**config.mk**
```make
export PLATFORM = sky130hd
export DESIGN_NAME = fault_record_capture
export DESIGN_NICKNAME = d
export VERILOG_FILES = /design/src/rtl/fault_record_pkg.sv /design/src/rtl/frc_classifier.sv /design/src/rtl/frc_window_fetch.sv /design/src/rtl/fault_record_capture.sv
export SDC_FILE = /design/constraint.sdc
export NUM_CORES = 1
export LEC_CHECK = 0
export ABC_AREA = 1
export BUFFER_PORTS_ARGS = -buffer_cell sky130_fd_sc_hd__buf_4
export CAP_MARGIN = 0
export CELL_PAD_IN_SITES_DETAIL_PLACEMENT = 2
export CELL_PAD_IN_SITES_GLOBAL_PLACEMENT = 2
export CORE_ASPECT_RATIO = 1.1
export CORE_MARGIN = 3
export CORE_UTILIZATION = 35
export CTS_BUF_LIST = sky130_fd_sc_hd__clkbuf_8
export DETAILED_ROUTE_END_ITERATION = 6
export PLACE_DENSITY_LB_ADDON = 0.25
export SLEW_MARGIN = 20
export SYNTH_ARGS = -nofsm -noshare
export SYNTH_HDL_FRONTEND = slang
export SYNTH_SLANG_ARGS = --single-unit
```
**constraint.sdc**
```tcl
create_clock -name clk -period 6.2 [get_ports clk]
set_clock_uncertainty 0.1 [all_clocks]
set_input_delay 0.62 -clock clk [delete_from_list [all_inputs] [get_ports clk]]
set_output_delay 0.62 -clock clk [all_outputs]
set_load 0.02 [all_outputs]
```
**src/rtl/fault_record_pkg.sv**
```systemverilog
package fault_record_pkg;

   localparam logic [15:0] CODE_PROTECT = 16'h0004;
   localparam logic [15:0] CODE_SEG     = 16'h0010;
   localparam logic [15:0] CODE_PAGE    = 16'h0011;
   localparam logic [15:0] CODE_ASPACE  = 16'h0038;
   localparam logic [15:0] CODE_REG1    = 16'h0039;
   localparam logic [15:0] CODE_REG2    = 16'h003A;
   localparam logic [15:0] CODE_REG3    = 16'h003B;

   typedef enum logic [1:0] {
      FK_OTHER   = 2'd0,
      FK_PROTECT = 2'd1,
      FK_XLATE   = 2'd2
   } fault_kind_e;

   function automatic fault_kind_e kind_of(input logic [15:0] code);
      fault_kind_e k;
      case (code)
         CODE_PROTECT: k = FK_PROTECT;
         CODE_SEG, CODE_PAGE, CODE_ASPACE,
         CODE_REG1, CODE_REG2, CODE_REG3: k = FK_XLATE;
         default: k = FK_OTHER;
      endcase
      return k;
   endfunction

endpackage

```
**src/rtl/frc_classifier.sv**
```systemverilog
module frc_classifier
   import fault_record_pkg::*;
#(
   parameter int AW           = 32,
   parameter int LW           = 3,
   parameter logic [3:0] MASK_ON = 4'h7,
   parameter bit BACKSTEP_PROT   = 1'b1
) (
   input  logic [15:0]   code_i,
   input  logic [LW-1:0] len_i,
   input  logic [AW-1:0] addr_i,
   input  logic [3:0]    mask_i,
   input  logic          dref_i,
   output logic          cat_o,
   output logic          terminal_o,
   output logic [AW-1:0] fail_addr_o
);
   fault_kind_e kind;
   logic        enabled;

   always_comb begin
      kind       = kind_of(code_i);
      enabled    = (mask_i == MASK_ON);
      cat_o      = (kind != FK_OTHER);
      terminal_o = !((kind == FK_XLATE) && (enabled || dref_i));
   end

   generate
      if (BACKSTEP_PROT) begin : g_backstep
         always_comb begin
            if (kind == FK_PROTECT) fail_addr_o = addr_i - AW'(len_i);
            else                    fail_addr_o = addr_i;
         end
      end else begin : g_direct
         always_comb fail_addr_o = addr_i;
      end
   endgenerate

endmodule

```
**src/rtl/frc_window_fetch.sv**
```systemverilog
module frc_window_fetch #(
   parameter int AW       = 32,
   parameter int WIN_HALF = 6
) (
   input  logic                   clk,
   input  logic                   rst_n,
   input  logic                   clr_i,
   input  logic                   start_i,
   input  logic [AW-1:0]          addr_i,
   output logic                   rd_o,
   output logic [AW-1:0]          rd_addr_o,
   input  logic [7:0]             rd_data_i,
   output logic                   busy_o,
   output logic                   done_o,
   output logic [16*WIN_HALF-1:0] text_o
);
   localparam int NBYTES = 2 * WIN_HALF;
   localparam int IW     = (NBYTES > 1) ? $clog2(NBYTES) : 1;
   localparam logic [IW-1:0] LAST = IW'(NBYTES - 1);

   logic [IW-1:0] idx;
   logic [AW-1:0] base;
   logic          busy;
   logic          done;

   always_ff @(posedge clk or negedge rst_n) begin
      if (!rst_n) begin
         busy <= 1'b0;
         done <= 1'b0;
         idx  <= '0;
         base <= '0;
      end else if (clr_i) begin
         busy <= 1'b0;
         done <= 1'b0;
         idx  <= '0;
         base <= '0;
      end else begin
         done <= 1'b0;
         if (start_i && !busy) begin
            busy <= 1'b1;
            idx  <= '0;
            base <= addr_i - AW'(WIN_HALF);
         end else if (busy) begin
            if (idx == LAST) begin
               busy <= 1'b0;
               done <= 1'b1;
               idx  <= '0;
            end else begin
               idx <= idx + 1'b1;
            end
         end
      end
   end

   genvar g;
   generate
      for (g = 0; g < NBYTES; g++) begin : g_byte
         logic [7:0] slot;
         always_ff @(posedge clk or negedge rst_n) begin
            if (!rst_n)                               slot <= '0;
            else if (clr_i)                           slot <= '0;
            else if (busy && (idx == IW'(g)))         slot <= rd_data_i;
         end
         assign text_o[8*(NBYTES-g)-1 -: 8] = slot;
      end
   endgenerate

   assign rd_o      = busy;
   assign rd_addr_o = base + AW'(idx);
   assign busy_o    = busy;
   assign done_o    = done;

endmodule

```
**src/rtl/fault_record_capture.sv**
```systemverilog
module fault_record_capture #(
   parameter int AW       = 32,
   parameter int WIN_HALF = 6,
   parameter int MAX_ILEN = 6
) (
   input  logic                   clk,
   input  logic                   rst_n,
   input  logic                   clr_i,
   input  logic                   irq_i,
   input  logic [15:0]            icode_i,
   input  logic [2:0]             ilen_i,
   input  logic [AW-1:0]          paddr_i,
   input  logic [3:0]             mask_i,
   input  logic                   dref_i,
   output logic                   mem_rd_o,
   output logic [AW-1:0]          mem_addr_o,
   input  logic [7:0]             mem_data_i,
   output logic                   busy_o,
   output logic                   done_o,
   output logic                   overrun_o,
   output logic [15:0]            rec_code_o,
   output logic [2:0]             rec_len_o,
   output logic [AW-1:0]          rec_fail_addr_o,
   output logic [16*WIN_HALF-1:0] rec_text_o,
   output logic                   rec_cat_o,
   output logic                   rec_terminal_o
);
   localparam int LW = 3;

   generate
      if (WIN_HALF < MAX_ILEN) begin : g_bad_window
         initial $error("window half smaller than longest instruction");
      end
      if (AW < 8) begin : g_bad_aw
         initial $error("address width too small");
      end
      if (MAX_ILEN > 7) begin : g_bad_len
         initial $error("length field cannot hold MAX_ILEN");
      end
   endgenerate

   logic          accept;
   logic          busy;
   logic          cls_cat;
   logic          cls_term;
   logic [AW-1:0] cls_fail;

   assign accept = irq_i && !busy && !clr_i;

   frc_classifier #(.AW(AW), .LW(LW)) u_cls (
      .code_i      (icode_i),
      .len_i       (ilen_i),
      .addr_i      (paddr_i),
      .mask_i      (mask_i),
      .dref_i      (dref_i),
      .cat_o       (cls_cat),
      .terminal_o  (cls_term),
      .fail_addr_o (cls_fail)
   );

   frc_window_fetch #(.AW(AW), .WIN_HALF(WIN_HALF)) u_fetch (
      .clk       (clk),
      .rst_n     (rst_n),
      .clr_i     (clr_i),
      .start_i   (accept),
      .addr_i    (paddr_i),
      .rd_o      (mem_rd_o),
      .rd_addr_o (mem_addr_o),
      .rd_data_i (mem_data_i),
      .busy_o    (busy),
      .done_o    (done_o),
      .text_o    (rec_text_o)
   );

   always_ff @(posedge clk or negedge rst_n) begin
      if (!rst_n) begin
         rec_code_o      <= '0;
         rec_len_o       <= '0;
         rec_fail_addr_o <= '0;
         rec_cat_o       <= 1'b0;
         rec_terminal_o  <= 1'b0;
         overrun_o       <= 1'b0;
      end else if (clr_i) begin
         rec_code_o      <= '0;
         rec_len_o       <= '0;
         rec_fail_addr_o <= '0;
         rec_cat_o       <= 1'b0;
         rec_terminal_o  <= 1'b0;
         overrun_o       <= 1'b0;
      end else begin
         if (accept) begin
            rec_code_o      <= icode_i;
            rec_len_o       <= ilen_i;
            rec_fail_addr_o <= cls_fail;
            rec_cat_o       <= cls_cat;
            rec_terminal_o  <= cls_term;
         end
         if (irq_i && busy) overrun_o <= 1'b1;
      end
   end

   assign busy_o = busy;

endmodule

```
-- After elaboration in Yosys (flattened, before gate mapping)
Cells that the tools add are included.
W data, S select, Z words.
- $add $sub $neg: 4
- eq/ne operators: 21
- muxes and demuxes: 52
- reductions and logical operators: 40
- operators with widths (operator ; count):
    $mux W8 ; 24
    $mux W32 ; 5
    $eq A16 B6 Y1 const B ; 4
    $add A32 B4 Y32 ; 1
    $eq A16 B5 Y1 const B ; 2
    $mux W16 ; 2
    $reduce_bool A2 Y1 ; 16
    $sub A32 B3 Y32 ; 1
    $sub A32 B3 Y32 const B ; 1
    $eq A4 B3 Y1 const B ; 5
    $logic_and A1 B1 Y1 ; 17
    $eq A16 B3 Y1 const B ; 1
    $eq A4 B4 Y1 const B ; 4
    $mux W4 ; 4
    $mux W1 ; 14
    $eq A4 B2 Y1 const B ; 2
    $mux W3 ; 2
    $reduce_or A6 Y1 ; 1
    $add A4 B1 Y4 const B ; 1
    $eq A4 B1 Y1 const B ; 1
    $logic_not A4 Y1 ; 1
    $pmux W2 S2 ; 1
    $logic_not A1 Y1 ; 3
    $reduce_bool A3 Y1 ; 1
    3 further kinds ; 3
- register bits after elaboration: 188
- output and inout bits: 185
- word-level logic and storage cells: 139

-- Longest topological paths before layout
- word-level depth: 8
- depth in mapped cells: 13
- gate-level depth less buffers: 13

-- By module
Synthesis repeated with hierarchy kept, for this count alone.
- cells, all modules: 1354
- area, all modules: 10866.7 µm²
- modules (own cells, without submodules) (module ; times used ; cells each ; area each (µm²)):
    frc_window_fetch ; 1 ; 842 ; 7188.1
    fault_record_capture ; 1 ; 246 ; 2373.5
    frc_classifier ; 1 ; 266 ; 1305.0

-- Worst setup path before layout
OpenSTA, ideal clock, no wires.
- path kind: register -> output
- from: reg u_fetch.idx[0]
- to: out mem_addr_o[22]
- arrival: 2.035 ns
- required time: 5.480 ns
- path slack: 3.445 ns
- cell stages (with the launch flop): 10
- buffers on the path: 0
- path through: dfrtp_1 -> ha_1 -> inv_1 -> fa_1 -> nand3b_1 -> nand2_1 -> nand2_2 -> nor2_4 -> nand4_1 -> xor2_1
- cells in the longest elaborated chain, start to end: 1
- ends and longest elaborated chain (what ; line ; text):
    start: declaration ; frc_window_fetch.sv:21 ; logic [IW-1:0] idx;
    start signal: assignment ; frc_window_fetch.sv:49 ; idx <= idx + 1'b1;
    $add A32 B4 Y32 ; frc_window_fetch.sv:69 ; assign rd_addr_o = base + AW'(idx);
    end: declaration ; fault_record_capture.sv:16 ; output logic [AW-1:0] mem_addr_o,
No other way between the ends.

-- Worst setup path after layout
- from: reg u_fetch.idx[0]
- to: out mem_addr_o[28]
The elaborated chain is that of the path after synthesis.

==> results.yml <==
yosys:
  synth.avg_cell_area_um2: 8.78
  yosysUniqueCellTypes: 36
  netlist_instances: 1121
  netlist_area_mm2: 0.00984
  syn_nets: 1203
  netlist.top_cell.by_area: "dfrtp_1"
  synth_edf_count: 0
  ys_seq_elements: 188
  ys_async_sr_fraction: 1.00
  synth_area_leaders: "dfrtp_1 (48%), mux2_2 (10%), nand2_1 (9.7%)"
  ys_warn_count: 0
  synthFlopType: "dfrtp_1"
  synth_top_area_frac: 0.478
  yosysSeqAreaShare: 0.478
drt:
  drcViolationCount: 0
  routedWlPerCell_um: 23.6
  via_per_inst: 5.21
  ant_nets: 0
  vias: 9043
  drtIter0Drc: 350
  wl_mm: 41.0
  drt_first_pass_iters: 4
critical_path:
  critPathLaunchType: "flop"
  crit_cells: 10
  crit_buf_inv: 2
  cp_max_fo: 6
  r2r_cells: 7
  cpMostUsedCell: "nand2_1"
  cp-end-kind: "output port"
  cpLargestDelayFamily: "simple AND/OR/NAND/NOR gates"
  worstPathRequired_ns: 5.48
  critical_path_class: "flop to output port"
  max_stage_delay_ns: 0.46
  cp_cell_sequence: "ha_1 > inv_1 > fa_1 > nand3b_1 > nand2_1 > nand2_2 > nor3_2 > nand2_1 > xor2_1 > buf_4"
  critPathSlowestCell: "dfrtp_1"
  arrival_ns: 2.93
job:
  cap_violations: 0
clock_network:
  cts-htree-levels: 4
  post_cts_buffers: 0
  insertion_delay_ns: 0.49
  root_buffer: "clkbuf_8"
  cts_tree: "built"
  clock-sinks: 188
  cts_hold_buf: 0
  numCtsBuffers: 17
  cts_buffer_depth: 2
  clkTransAtPathRegs_ns: 0.12
  ctsResizeCount: 0
pwr:
  vdd_drop_max_uv: 127
  pwr_density_cell_mw_per_mm2: 237
  p_leak_nw: 6.26
sta:
  fmax_ghz: 0.274
  worstMarginPinSlew_ns: 1.27
  relSlewSlack: 0.152
  finalWorstSetupSlack_ns: 2.55
  period_minus_slack_ns: 3.65
  setup_violations: 0
  hold_violations: 0
  rsz0062_at_grt: "no"
  whs_ns: 0.0494
  period_share: 0.589
  tns_ns: 0
  slew_violations: 0
grt:
  track_usage: 0.272
  grt-ovfl-total: 0
  antenna_found_initial: 1
  grt_pass1_vias: 10300
  grt_max_degree: 85
  grt_pass1_wl_mm: 63.3
final_layout:
  final_nets: 1446
  mostFrequentLayoutCell: "buf_4"
  syn_to_final_growth_pct: 26.7
  final_cells: 1735
  final_cell_mix: "buf_4 (255), nand2_1 (253), dfrtp_1 (188), inv_1 (110), nand3_1 (100)"
  drive_above_1_share: 0.319
die:
  die_w_um: 166
  start_util: 0.360
  dieArea_mm2: 0.0302
  die_h_um: 182
  io_pins: 253
  rows: 63
  core_mm2: 0.0274
placed_design:
  pre_cts_ws_ns: 2.95
  finalWeightedCongestion: 0.888
  place_hpwl_mm: 31.2
  dp.cells: 1702
  port_buffers: 252
hold_path:
  hold_class: "primary input to async pin"
status:
  status: "complete, no violations"
==> sequential cells by signal (all words and copies together), names as in the netlist <==
signal	cells
rec_len_o	3
u_fetch.done_o	1
rec_cat_o	1
rec_fail_addr_o	32
rec_code_o	16
u_fetch.busy_o	1
u_fetch.g_byte.slot	96
u_fetch.idx	4
rec_terminal_o	1
overrun_o	1
u_fetch.base	32
==> worst register-to-register path: stages (launching register included) <==
cell	delay [ns]
dfrtp_1	0.56
inv_2	0.14
nand3_2	0.44
inv_2	0.11
nor2_4	0.45
buf_4	0.59
nand2_1	0.13
o31ai_1	0.10
==> cell families (layout without fill, tap and decap cells) <==
logic type | Yosys count | count (layout) | share of synthesized area
muxes | 88 | 88 | 0.101
xor gates and xnor gates | 33 | 33 | 0.0294
adders and majority gates | 14 | 14 | 0.0193
DFF | 188 | 188 | 0.478
other | 0 | 1 | 0
and+or+nand+nor | 525 | 525 | 0.238
AOI/OAI and AO/OA | 120 | 120 | 0.0712
buffers and inverters | 153 | 409 | 0.0631
==> power by group <==
group | total (W) | internal (W) | switching, W
Clock | 0.000914 | 0.000386 | 0.000528
Sequential | 0.00140 | 0.00132 | 0.0000784
Combinational | 0.000645 | 0.000248 | 0.000397
==> cell usage after synthesis, drive strengths merged (3+ instances only) <==
cell / instances
nand2: 267
dfrtp: 188
inv: 121
nor2: 114
nand3: 102
mux2: 88
o21ai: 78
xor2: 30
nor3: 24
buf: 20
a21oi: 19
a22o: 14
nand4: 14
clkbuf: 12
ha: 12
o22ai: 6
xnor2: 3
==> cell type report <==
class,instances,area [um2]
multi-input combinational,780,4520
clock buffer,18,248
antenna,1,2.50
clock inverter,14,170
tap,357,447
fill,3036,14900
inverter,121,454
timing repair buffer,256,1930
sequential,188,4700
==> stage by stage <==
stage | total power (W) | util | cell area, um2
2_1_floorplan | 0.00172 | - | 9840
3_3_place_gp | 0.00203 | 0.441 | 12000
3_5_place_dp | 0.00206 | 0.441 | 12000
4_1_cts | 0.00299 | 0.456 | 12500
5_1_grt | 0.00308 | 0.456 | 12500
6_report | 0.00296 | 0.456 | 12500
==> worst paths after layout <==
check                                                     from                                      to  slack (ns)
worst min register to register  rec_fail_addr_o[1]$_DFFE_PN0P_          rec_fail_addr_o[1]$_DFFE_PN0P_        0.39
worst max-delay path                u_fetch.idx[0]$_DFFE_PN0P_                          mem_addr_o[28]        2.55
min in group clk                                   icode_i[14]              rec_code_o[14]$_DFFE_PN0P_        0.25
max in group asynchronous                                rst_n  u_fetch.g_byte[11].slot[1]$_DFFE_PN0P_        4.61
worst min-delay path                                     rst_n         rec_fail_addr_o[18]$_DFFE_PN0P_        0.05
worst max register to register        u_fetch.busy_o$_DFF_PN0_            u_fetch.base[10]$_DFFE_PN0P_        3.48
==> routing by layer <==
layer / up-vias / share of wire / global-route usage
li1: 4129 / - / -
met1: 4661 / 0.37 / 0.291
met2: 201 / 0.56 / 0.530
met3: 52 / 0.044 / 0.0583
met4: 0 / 0.027 / 0.0872
met5: - / 0 / 0
(Power assumes the default switching activity.)
